**config.mk**
```make
export PLATFORM = sky130hd
export DESIGN_NAME = dith_rgb_serializer
export DESIGN_NICKNAME = d
export VERILOG_FILES = /design/src/rtl/dith_pkg.sv /design/src/rtl/dith_phase_ctr.sv /design/src/rtl/dith_pattern_enc.sv /design/src/rtl/dith_lane_ser.sv /design/src/rtl/dith_rgb_serializer.sv
export SDC_FILE = /design/constraint.sdc
export NUM_CORES = 1
export LEC_CHECK = 0
export ABC_AREA = 1
export BUFFER_PORTS_ARGS = -buffer_cell sky130_fd_sc_hd__buf_2
export CAP_MARGIN = 20
export CORE_MARGIN = 1
export CORE_UTILIZATION = 57
export DETAILED_ROUTE_END_ITERATION = 8
export PLACE_DENSITY = 0.87
export SETUP_SLACK_MARGIN = 0.05
export SLEW_MARGIN = 20
export SYNTH_ARGS = -nofsm -noshare
export SYNTH_HDL_FRONTEND = slang
export SYNTH_SLANG_ARGS = --single-unit
```
**constraint.sdc**
```tcl
create_clock -name clk -period 2.55 [get_ports clk]
set_clock_uncertainty 0.15 [all_clocks]
set_input_delay 0.1275 -clock clk [delete_from_list [all_inputs] [get_ports clk]]
set_output_delay 0.1275 -clock clk [all_outputs]
set_load 0.01 [all_outputs]
```
**src/rtl/dith_pkg.sv**
```systemverilog
package dith_pkg;
    localparam int SUBS = 4;
    localparam int PH_W = $clog2(SUBS);
    typedef logic [SUBS-1:0] pat_t;
    typedef logic [PH_W-1:0] ph_t;
endpackage

```
**src/rtl/dith_phase_ctr.sv**
```systemverilog
module dith_phase_ctr
    import dith_pkg::*;
(
    input  logic clk,
    input  logic rst_n,
    input  logic frame_start,
    output ph_t  ph_q_o,
    output ph_t  ph_use_o
);
    typedef struct packed {
        ph_t ph;
    } ph_state_t;

    ph_state_t s_d, s_q;

    always_comb begin
        s_d = s_q;
        if (frame_start) begin
            s_d.ph = s_q.ph + ph_t'(1);
        end
    end

    always_ff @(posedge clk or negedge rst_n) begin
        if (!rst_n) begin
            s_q <= '0;
        end else begin
            s_q <= s_d;
        end
    end

    // The phase for a pixel captured this cycle already includes a frame step.
    assign ph_q_o   = s_q.ph;
    assign ph_use_o = s_d.ph;
endmodule

```
**src/rtl/dith_pattern_enc.sv**
```systemverilog
module dith_pattern_enc
    import dith_pkg::*;
#(
    parameter int LVL_W = 3
) (
    input  logic [LVL_W-1:0] lvl,
    input  ph_t              ph,
    output pat_t             pat
);
    always_comb begin
        pat = '0;
        if (lvl >= LVL_W'(SUBS)) begin
            pat = '1;
        end else if (lvl == LVL_W'(1)) begin
            pat = pat_t'(4'b1000) >> ph;
        end else if (lvl == LVL_W'(2)) begin
            pat = ph[0] ? pat_t'(4'b1010) : pat_t'(4'b0101);
        end else if (lvl == LVL_W'(3)) begin
            pat = ~(pat_t'(4'b0001) << ph);
        end
    end
endmodule

```
**src/rtl/dith_lane_ser.sv**
```systemverilog
module dith_lane_ser
    import dith_pkg::*;
(
    input  logic clk,
    input  logic rst_n,
    input  logic load,
    input  pat_t pat,
    output logic bit_o
);
    typedef struct packed {
        pat_t sh;
    } lane_state_t;

    lane_state_t s_d, s_q;

    always_comb begin
        s_d = s_q;
        if (load) begin
            s_d.sh = pat;
        end else begin
            s_d.sh = {s_q.sh[SUBS-2:0], 1'b0};
        end
    end

    always_ff @(posedge clk or negedge rst_n) begin
        if (!rst_n) begin
            s_q <= '0;
        end else begin
            s_q <= s_d;
        end
    end

    assign bit_o = s_q.sh[SUBS-1];
endmodule

```
**src/rtl/dith_rgb_serializer.sv**
```systemverilog
module dith_rgb_serializer
    import dith_pkg::*;
#(
    parameter int LVL_W = 3
) (
    input  logic             clk,
    input  logic             rst_n,
    input  logic             pix_stb,
    input  logic             frame_start,
    input  logic [LVL_W-1:0] lvl_r,
    input  logic [LVL_W-1:0] lvl_g,
    input  logic [LVL_W-1:0] lvl_b,
    output logic             col_r,
    output logic             col_g,
    output logic             col_b
);
    localparam int NCH = 3;

    ph_t              ph_q;
    ph_t              ph_use;
    logic [LVL_W-1:0] lvl_arr [NCH];
    logic [NCH-1:0]   col_arr;

    assign lvl_arr[0] = lvl_r;
    assign lvl_arr[1] = lvl_g;
    assign lvl_arr[2] = lvl_b;

    dith_phase_ctr u_phase (
        .clk         (clk),
        .rst_n       (rst_n),
        .frame_start (frame_start),
        .ph_q_o      (ph_q),
        .ph_use_o    (ph_use)
    );

    for (genvar ch = 0; ch < NCH; ch++) begin : g_lane
        pat_t pat;

        dith_pattern_enc #(.LVL_W(LVL_W)) u_enc (
            .lvl (lvl_arr[ch]),
            .ph  (ph_use),
            .pat (pat)
        );

        dith_lane_ser u_ser (
            .clk   (clk),
            .rst_n (rst_n),
            .load  (pix_stb),
            .pat   (pat),
            .bit_o (col_arr[ch])
        );
    end

    assign col_r = col_arr[0];
    assign col_g = col_arr[1];
    assign col_b = col_arr[2];
endmodule

```
==> results.cfg <==
[timing]
finalHoldViolations = 0
fin_crit_ns = 1.43
period_share = 0.559
max_freq_mhz = 701
grt_setup_unrepaired = false
worst_pin_slew_ns = 0.450
setup_viol = 0
fin_tns_setup_ns = 0
slew_headroom = 0.697
slew_viol_final = 0

[detailed_routing]
drtPass1Iterations = 4
routed_via_density = 5.10
dr_total_vias = 883
first_iter_violations = 40
wire_per_inst_um = 10.7
wirelength_um = 1860
drc = 0
ant_nets = 0

[clocking]
postCtsSetupBuffers = 0
cts_buffers = 3
clk_transition_reported_paths_ns = 0.09
clock_sink_count = 14
clock-root-buffer = clkbuf_4
cts_buffer_depth = 2
holdBufCountCts = 1
htree_levels = 1
cts_tree = done
insertion_delay_ns = 0.28
cts.repair.resized = 0

[synth]
synthTopCellsByCount = nand2_1, nor2_1, inv_1, dfrtp_1, nand3_1
synthArstFlopShare = 1.00
synth_top_cell_by_area = dfrtp_1
synth_top_area_frac = 0.405
synth_warnings = 0
ys_dominant_reg_cell = dfrtp_1
synth_area_um2 = 866
yosysUniqueCellTypes = 12
ys_top_cells_by_area = dfrtp_1, nand2_1, nor2_1
yosysSeqAreaShare = 0.405
yosys.cell_count.top_type = nand2_1
avgSynthCellArea_um2 = 6.23
syn_nets = 152
synth_cells = 139
synth_seq_cells = 14
synth_edf_count = 0

[layout]
finish.instance_area_um2 = 998
multiInputGateArea_um2 = 452
layout-drive-gt1-share = 0.146
fillCellCount = 132
seq_area_um2 = 350
final_nets = 172
diodes = 0
area_growth_pct = 15.3

[floorplanning]
initial_core_util = 0.641
ios = 16
die_area_um2 = 1680
coreArea_um2 = 1350
fp.dieH_um = 41.0
row_count = 13
die_w_um = 41.0

[worst_setup_path]
path_cells = inv_1 -> nand2_1 -> nand2_1 -> nand3_1 -> nand2_1 -> nand2_1 -> nor2_1 -> nor2_1
slowest_stage = dfrtp_1
endpoint_kind = register
criticalPathCategory = register to register
required_ns = 2.57
slowest_delay_ns = 0.41
cp_common_cell = nand2_1
crit_arrival_ns = 1.45
crit_path_max_fanout = 8
r2r_setup_slack_ns = 1.12
start_kind = register

[power]
p_sw_frac = 0.343
ir_drop_uv = 423
p_sw_uw = 202
pwr-share-comb = 0.288
intPower_uw = 388
cellPowerDensity_nw_per_um2 = 591
clockPowerShare = 0.269
pwr-share-seq = 0.444
p_leak_uw = 0.000573

[global_routing]
antenna_found_initial = 0
grt_max_degree = 15
grt_pass1_wl_um = 3010
grt_pass1_vias = 741
track_usage = 0.275
grt_overflow = 0

[place]
gp_congestion = 0.878
hpwl_um = 1420
dpl_cell_area_um2 = 952
portBuffers = 15

[job]
drv_cap = 0

[worst_hold_path]
hp-class = input pin to register

[run_status]
status = finished, final reports clean
[cells by family (layout without fill, tap and decap cells)]
group / after synthesis / in the layout / synth area share
AND/OR/NAND/NOR: 104 / 104 / 0.490
AO/OA/AOI/OAI: 5 / 5 / 0.0318
buffers and inverters: 16 / 35 / 0.0737
flip-flops: 14 / 14 / 0.405
[path summary, 6_finish.rpt]
check                                       startpoint  cells after the start                endpoint
worst min-delay path                           pix_stb                      3  g_lane[2].u_ser.s_q[1]
worst max-delay path                 u_phase.ph_q_o[0]                      8  g_lane[1].u_ser.s_q[2]
max in group asynchronous                        rst_n                      2  g_lane[1].u_ser.s_q[0]
worst min register to register  g_lane[1].u_ser.s_q[2]                      2  g_lane[1].u_ser.s_q[3]
worst max register to register       u_phase.ph_q_o[0]                      8  g_lane[1].u_ser.s_q[2]
min in group asynchronous                        rst_n                      2  g_lane[2].u_ser.s_q[3]
[sequential cells by signal, indices dropped and copies added, names as in the netlist]
register and cells:
u_phase.ph_q_o 2, g_lane.u_ser.s_q 12
[cells in the final DEF (no fill, tap or decap), drive strengths merged]
master	instances
buf	15
clkbuf	4
dfrtp	14
dlygate4sd3	1
inv	15
nand2	52
nand3	8
nor2	37
nor3	7
o21ai	4
o21bai	1
[area by class of cell]
type	count	share of cell area
inverter	15	0.0564
sequential	14	0.351
clock buffer	4	0.0363
multi-input combinational	109	0.452
tap	15	0.0188
timing repair buffer	16	0.0852
[worst max-delay path, delay by kind of cell, from the launching register on]
family	cells	cell delay, ns
buffers and inverters	1	0.08
AND/OR/NAND/NOR	7	0.68
flip-flops	1	0.41
[power by group through the flow]
stage / Combinational [uW] / Clock (uW) / Sequential [uW]
after floorplan: 114 / 0 / 268
after global placement: 162 / 0 / 266
after detailed placement: 166 / 0 / 267
after CTS: 168 / 162 / 262
after global routing: 193 / 170 / 266
final: 170 / 159 / 262
[metrics by stage]
stage           util  instances  setup slack [ns]  hold WS, ns  total power, uW
2_1_floorplan      -        139              1.29       -0.318              382
3_3_place_gp   0.705        168              1.18       -0.116              427
3_5_place_dp   0.705        168              1.16       -0.114              433
4_1_cts        0.740        173              1.13       0.0536              593
5_1_grt        0.740        173              1.03       0.0629              629
6_report       0.740        173              1.12       0.0520              591
[routing by layer]
metal / track usage / up-vias / part of all wire
met3: 0.0326 / 8 / 0.051
li1: - / 463 / -
met4: 0.100 / 0 / 0.019
met2: 0.488 / 32 / 0.49
met5: 0 / - / 0
met1: 0.332 / 380 / 0.43
Note: power is estimated with default switching activity, not from simulation.
